$ cat config.mk
export PLATFORM = sky130hd
export DESIGN_NAME = ext_irq_sense
export DESIGN_NICKNAME = d
export VERILOG_FILES = /design/src/rtl/ext_irq_pkg.sv /design/src/rtl/ext_irq_sync.sv /design/src/rtl/ext_irq_chan.sv /design/src/rtl/ext_irq_sense.sv
export SDC_FILE = /design/constraint.sdc
export NUM_CORES = 1
export LEC_CHECK = 0
export ABC_CLOCK_PERIOD_IN_PS = 1600
export BUFFER_PORTS_ARGS = -buffer_cell sky130_fd_sc_hd__buf_2
export CAP_MARGIN = 30
export CORE_MARGIN = 8
export CORE_UTILIZATION = 44
export DETAILED_ROUTE_END_ITERATION = 6
export HOLD_SLACK_MARGIN = 0.1
export PLACE_DENSITY_LB_ADDON = 0.05
export SYNTH_ARGS = -nofsm -noshare
export SYNTH_HDL_FRONTEND = slang
export SYNTH_HIERARCHICAL = 1
export SYNTH_SLANG_ARGS = --single-unit
export TNS_END_PERCENT = 5
$ cat constraint.sdc
create_clock -name clk_io -period 1.6 [get_ports clk_io]
set_clock_uncertainty 0.2 [all_clocks]
set_input_delay 0.16 -clock clk_io [delete_from_list [all_inputs] [get_ports clk_io]]
set_output_delay 0.16 -clock clk_io [all_outputs]
set_load 0.05 [all_outputs]
$ cat src/rtl/ext_irq_pkg.sv
package ext_irq_pkg;
  typedef enum logic [1:0] {
    SENSE_LOW  = 2'b00,
    SENSE_ANY  = 2'b01,
    SENSE_FALL = 2'b10,
    SENSE_RISE = 2'b11
  } sense_e;
endpackage

$ cat src/rtl/ext_irq_sync.sv
// Pin synchronizer with a clock enable; holds while the I/O clock is reported halted.
// STAGES must be at least 2.
module ext_irq_sync #(
  parameter int STAGES = 2
) (
  input  logic clk,
  input  logic rst_n,
  input  logic ce,
  input  logic d,
  output logic q
);
  logic [STAGES-1:0] stg_q;
  logic [STAGES-1:0] stg_d;

  always_comb begin
    stg_d = stg_q;
    if (ce) stg_d = {stg_q[STAGES-2:0], d};
  end

  // idle-high reset: a low-active level input must not request out of reset
  always_ff @(posedge clk or negedge rst_n) begin
    if (!rst_n) stg_q <= '1;
    else        stg_q <= stg_d;
  end

  assign q = stg_q[STAGES-1];
endmodule

$ cat src/rtl/ext_irq_chan.sv
// One input: edge compare, sticky flag, request select.
module ext_irq_chan
  import ext_irq_pkg::*;
(
  input  logic   clk,
  input  logic   rst_n,
  input  logic   clk_run,
  input  logic   lvl_s,
  input  sense_e mode,
  input  logic   en,
  input  logic   clr,
  output logic   req
);
  logic   prev_q, prev_d;
  sense_e mode_q;
  logic   flag_q, flag_d;
  logic   hit;

  always_comb begin
    hit = 1'b0;
    // the mode must be stable for one cycle before any edge counts
    if (clk_run && en && (mode == mode_q)) begin
      case (mode)
        SENSE_ANY:  hit = prev_q ^ lvl_s;
        SENSE_FALL: hit = prev_q & ~lvl_s;
        SENSE_RISE: hit = ~prev_q & lvl_s;
        default:    hit = 1'b0;
      endcase
    end
  end

  always_comb begin
    prev_d = clk_run ? lvl_s : prev_q;
    if (hit)      flag_d = 1'b1;
    else if (clr) flag_d = 1'b0;
    else          flag_d = flag_q;
  end

  always_ff @(posedge clk or negedge rst_n) begin
    if (!rst_n) begin
      prev_q <= 1'b1;
      mode_q <= SENSE_LOW;
      flag_q <= 1'b0;
    end else begin
      prev_q <= prev_d;
      mode_q <= mode;
      flag_q <= flag_d;
    end
  end

  assign req = (mode == SENSE_LOW) ? (en & ~lvl_s) : flag_q;
endmodule

$ cat src/rtl/ext_irq_sense.sv
module ext_irq_sense
  import ext_irq_pkg::*;
#(
  parameter int N_IN        = 2,
  parameter int SYNC_STAGES = 2
) (
  input  logic                clk_io,
  input  logic                rst_n,
  input  logic                clk_run_i,
  input  logic [N_IN-1:0]     pin_i,
  input  logic [2*N_IN-1:0]   mode_i,
  input  logic [N_IN-1:0]     en_i,
  input  logic [N_IN-1:0]     clr_i,
  output logic [N_IN-1:0]     req_o,
  output logic                wake_o
);
  localparam int MODE_W = 2;

  logic [N_IN-1:0] lvl_s;

  for (genvar i = 0; i < N_IN; i++) begin : g_in
    ext_irq_sync #(.STAGES(SYNC_STAGES)) u_sync (
      .clk   (clk_io),
      .rst_n (rst_n),
      .ce    (clk_run_i),
      .d     (pin_i[i]),
      .q     (lvl_s[i])
    );

    ext_irq_chan u_chan (
      .clk     (clk_io),
      .rst_n   (rst_n),
      .clk_run (clk_run_i),
      .lvl_s   (lvl_s[i]),
      .mode    (sense_e'(mode_i[MODE_W*i +: MODE_W])),
      .en      (en_i[i]),
      .clr     (clr_i[i]),
      .req     (req_o[i])
    );
  end

  // clockless wake path straight from the raw pins
  always_comb begin
    wake_o = 1'b0;
    for (int i = 0; i < N_IN; i++) begin
      if (en_i[i] && (mode_i[MODE_W*i +: MODE_W] == SENSE_LOW) && !pin_i[i])
        wake_o = 1'b1;
    end
  end
endmodule

# Word level (Yosys, flattened, before mapping)
# Cells that the tools add are included.
# word_totals
reg_bits	12
input_bits	13
output_inout_bits	3
wordCells	54
# op_classes
n_eq_ne	8
n_mux	12
n_bitwise	12
n_reduce_logical	14
# ops
op	count
$mux 1	10
$eq 2x2->1 const B	4
$logic_and 1x1->1	8
$and 1x1->1	6
$pmux 1 s3	2
$eq 2x1->1 const B	2
$eq 2x2->1	2
$logic_not 2->1	2
$not 1->1	4
$reduce_bool 2->1	2
$logic_not 1->1	2
$xor 1x1->1	2

# Logic depth before layout (Yosys ltp)
# logic_depth
word_depth	5
depth_mapped	5
mapped_depth_nobuf	5

# Hierarchy
# Netlist, hierarchy kept.
# modules_own_cells
mod	n_inst	cells_each	area_each_um2	seq_area_each_um2
ext_irq_chan	2	21	216.5	101.3
ext_irq_sync	2	4	75.1	52.6
ext_irq_sense	1	3	22.5	0.0

# Worst setup path after synthesis
# Ideal clock, no wire load.
# synth_timing
kind	reg-to-output
from	reg g_in[0].u_sync.stg_q[1]
to	out req_o[0]
t_arrival_ps	2070
t_required_ps	1240
setup_slack_ps	-830
path_stages_with_launch	2
n_path_buf	0
cell_sequence	dfstp_2 o41ai_1
# synth_via
elab_chain_len	3
# synth_rtl
item	line	text
start: declaration	ext_irq_sync.sv:12	logic [STAGES-1:0] stg_q;
start signal: assignment	ext_irq_sync.sv:23	else stg_q <= stg_d;
$not 1->1	ext_irq_chan.sv:51	assign req = (mode == SENSE_LOW) ? (en & ~lvl_s) : flag_q;
$and 1x1->1	ext_irq_chan.sv:51	
$mux 1	ext_irq_chan.sv:51	
end: declaration	ext_irq_sense.sv:14	output logic [N_IN-1:0] req_o,
# Every way passes these cells.

# Worst setup path after layout
# layout_timing
from	reg g_in[0].u_sync.stg_q[1]
to	reg g_in[0].u_chan.flag_q
# layout_via
elab_chain_len	5
word_cells_on_any_way	8
cone_classes	3 x mux; 4 x bitwise; 1 x reduce/logical
# layout_rtl
item	line	text
$not 1->1	ext_irq_chan.sv:25	SENSE_FALL: hit = prev_q & ~lvl_s;
$and 1x1->1	ext_irq_chan.sv:25	
$pmux 1 s3 (*)	ext_irq_chan.sv:23	case (mode)
$mux 1 (*)	ext_irq_chan.sv:22	if (clk_run && en && (mode == mode_q)) begin
$mux 1 / $reduce_bool 2->1 (equally long branches)	n/a	
end signal: assignment	ext_irq_chan.sv:47	flag_q <= flag_d;
end: declaration	ext_irq_chan.sv:16	logic flag_q, flag_d;
# Mark *: on every way between the ends. The rest lies on a longest branch, timed or not.
# A chain may end at the register's enable or synchronous reset.

==> metrics.md <==
| Metric | Value |
|---|---|
| Area share of the largest cell type after synthesis | 26.0% |
| Pwr dens | 803 nW/µm² |
| Horizontal die dimension | 53.1 µm |
| Startpoint types | flip-flop |
| Leading cell types by total area after synthesis | sky130_fd_sc_hd__dfstp_2 (26%), sky130_fd_sc_hd__dfrtp_1 (25%), sky130_fd_sc_hd__ha_1 (8.3%), sky130_fd_sc_hd__mux2_2 (7.4%), sky130_fd_sc_hd__inv_1 (5.6%) |
| I/O pins | 16 |
| Root cell of the clock tree | sky130_fd_sc_hd__clkbuf_4 |
| Footprint of the multi-input gates | 308 µm² |
| Clock tree buffer depth | 2 |
| Final RePlAce weighted congestion | 0.742 |
| Static leakage | 0.433 nW |
| Synthesis-to-finish area growth | 55.4% |
| Count of maximum capacitance violations | 0 |
| IR Drop Worst-Case VDD | 532 µV |
| Hold path endpoint | g_in[0].u_chan/flag_q |
| Post-route insts no fill | approximately 100 |
| DRC viols | 0 |
| RSZ-0062 raised after global routing | true |
| Worst reg2reg path startpoint | g_in[0].u_sync/stg_q[1] |
| Final critical path time including I/O delays and setup | 1710 ps |
| Estimated wirelength of the detail-placed design | 1020 µm |
| Floorplan die height | roughly 53 µm |
| Fraction of layout instances using a drive strength above 1 | 43.8% |
| Diode count | 0 |
| Area of all placed cells without fillers | 941 µm² |
| Post-placement cell area | 752 µm² |
| Post-CTS Repair Setup Buffers | 0 |
| Number of placed instances, taps included | 87 |
| Cell type with the largest total area after synthesis | sky130_fd_sc_hd__dfstp_2 |
| Clock latency at the later pin of the worst-skew pair | 270 ps |
| Worst EP arrival | 1680 ps |
| Total number of vias | approximately 550 |
| Violated checks | negative setup slack |
| Mapped Area | slightly above 600 µm² |
| Required @ worst endpoint | 1570 ps |
| Reg2reg end | g_in[0].u_chan/flag_q |
| Element type at the critical path end | flip-flop |
| Synth Instances | 53 |
| Starting utilization of the core area | 46.5% |
| Relative slew slack | 81.3% |
| Vias per cell | 5.26 |
| Detailed Route WL | around 1500 µm |
| First drt pass iteration count | 1 |
| Max-slew violations | 0 |
| Achievable clock frequency | 586 MHz |
| Die Footprint | ~2800 µm² |
| Syn Area/Cell | 11.4 µm² |
| Number of filler instances in the final layout | 97 |
| Initial antenna violation count | 0 |
| Largest fanout on the critical path | 2 |
| Remaining global-route overflow | 0 |
| Hold WC Path Type | in -> reg |
| Synthesized Nets | 70 |
| Vias in the first global route | 554 |
| Clk slew on worst S/H paths | 70 ps |
| DRT antenna net count | 0 |
| Worst setup slack for register-to-register paths | -110 ps |
| CTS sink count | 12 |
| Warnings from Yosys | 6 |
| DR iter-0 viols | 0 |
| HP Start | mode_i[0] |
| Maximum number of pins on one net before global-route repair | 11 |
| Sequential cell area in the final layout | 308 µm² |
| CTS tree | yes |
| Post-layout nets | approximately 110 |
| Post-route setup slack | -108 ps |
| Count of cells along the worst hold path | 3 |
| Cell count of the worst reg-to-reg path | 5 |
| Post-route clock period utilization | 107% |
| H-tree Lvls | 1 |
| Utilization of the core after routing | between 70 and 80% |
| Final routed wire length divided by cell count | 14.2 µm |
| Num rows | 13 |
| Total of flip-flops plus latches after synthesis | 12 |
| CORE AREA | 1300 µm² |
| Outcome | finished with violations |
| IO buf count | 15 |
| Wire length of the first global-routing pass | between 2000 and 3000 µm |
| Post-synthesis cell type count | 15 |
| Final Hold Violating Endpoints | 0 |
| Setup-failing EPs final | 3 |
| Total global-route track usage | 12.1% |
| Worst setup path start | g_in[0].u_sync/stg_q[1] |
| Clock buffer count from CTS | 3 |
| Slew at the pin closest to its max-slew limit | around 280 ps |
| Post-Route Hold Slack | 140 ps |
| Share of synthesized area occupied by flip-flops and latches | between 50% and 60% |
| Type of the worst setup path | reg -> reg |
[cells in the final DEF (no fill, tap or decap), drive strengths merged]
cell type	synthesis	final
nor3b	2	2
dfrtp	6	6
mux2	4	4
o21ai	4	4
inv	9	9
buf	0	18
ha	4	4
o32ai	2	2
or4b	1	1
nand2b	2	2
a31oi	2	2
dfstp	6	6
a21oi	2	2
nand2	4	4
o41ai	3	3
dlygate4sd3	0	13
clkbuf	0	5
nor4b	2	2
[metrics by stage]
step / total power (W) / worst slack [ps] / TNS, ps
2_1_floorplan: 0.000452 / -177 / -384
3_3_place_gp: 0.000521 / -29.2 / -31.0
3_5_place_dp: 0.000524 / -77.7 / -130
4_1_cts: 0.000741 / -98.3 / -207
5_1_grt: 0.000804 / -180 / -458
6_report: 0.000756 / -108 / -216
[logic make-up (layout without fill, tap and decap cells)]
logic type	count (synthesis)	after routing	share of synthesized area, %
muxes	4	4	7.44
and+or+nand+nor	11	11	13.6
adders and majority gates	4	4	8.26
DFF	12	12	50.8
AOI/OAI and AO/OA	13	13	14.3
buffers and inverters	9	45	5.58
[synth_stat cells]
master	count
sky130_fd_sc_hd__a21oi_1	2
sky130_fd_sc_hd__a31oi_1	2
sky130_fd_sc_hd__dfrtp_1	6
sky130_fd_sc_hd__dfstp_2	6
sky130_fd_sc_hd__ha_1	4
sky130_fd_sc_hd__inv_1	9
sky130_fd_sc_hd__mux2_2	4
sky130_fd_sc_hd__nand2_1	4
sky130_fd_sc_hd__nand2b_1	2
sky130_fd_sc_hd__nor3b_1	2
sky130_fd_sc_hd__nor4b_2	2
sky130_fd_sc_hd__o21ai_0	4
sky130_fd_sc_hd__o32ai_1	2
sky130_fd_sc_hd__o41ai_1	3
sky130_fd_sc_hd__or4b_1	1
[how the worst max path moves through the flow]
| stage | slack (ps) | cells past startpoint | end |
|---|---|---|---|
| floorplan | -180 | 1 | req_o[0] |
| global placement | -30 | 5 | g_in[0].u_chan/flag_q |
| detailed placement | -80 | 5 | g_in[0].u_chan/flag_q |
| CTS | -100 | 5 | g_in[0].u_chan/flag_q |
| global route | -180 | 5 | g_in[0].u_chan/flag_q |
| finish | -110 | 5 | g_in[0].u_chan/flag_q |
[where the power goes]
group | leakage, nW | internal [W] | switching [W]
Clock | 0.0150 | 0.0000964 | 0.0000925
Combinational | 0.281 | 0.000104 | 0.0000971
Sequential | 0.137 | 0.000346 | 0.0000195
[state kept, by name, summed over array words and instances, names as in the netlist]
signal,count
g_in.u_sync/stg_q,4
g_in.u_chan/prev_q,2
g_in.u_chan/flag_q,2
g_in.u_chan/mode_q,4
[critical path, stage by stage (launching register included)]
cell	delay (ps)
sky130_fd_sc_hd__dfstp_2	550
sky130_fd_sc_hd__inv_2	40
sky130_fd_sc_hd__ha_4	210
sky130_fd_sc_hd__nor4b_4	250
sky130_fd_sc_hd__a31oi_1	80
sky130_fd_sc_hd__o32ai_1	290
[routing by layer]
metal	track usage [%]	part of all wire, %
met1	15.3	45
met3	3.08	5.6
met2	18.6	49
met4	6.30	0.54
met5	0	0
[timing repair]
item,in CTS,in global routing
pin swaps,2,3
setup endpoints to repair,4,5
hold endpoints to repair,22,0
resized for setup,3,4
hold buffers,13,0
[cell type report]
type / count / share of cell area (%)
multi-input cells: 32 / 32.7
inverters: 9 / 3.59
repair buffers: 32 / 26.2
flip-flops and latches: 12 / 32.7
well taps: 15 / 1.99
clock buffers: 4 / 2.79
Power figures use the tool's default switching activity.
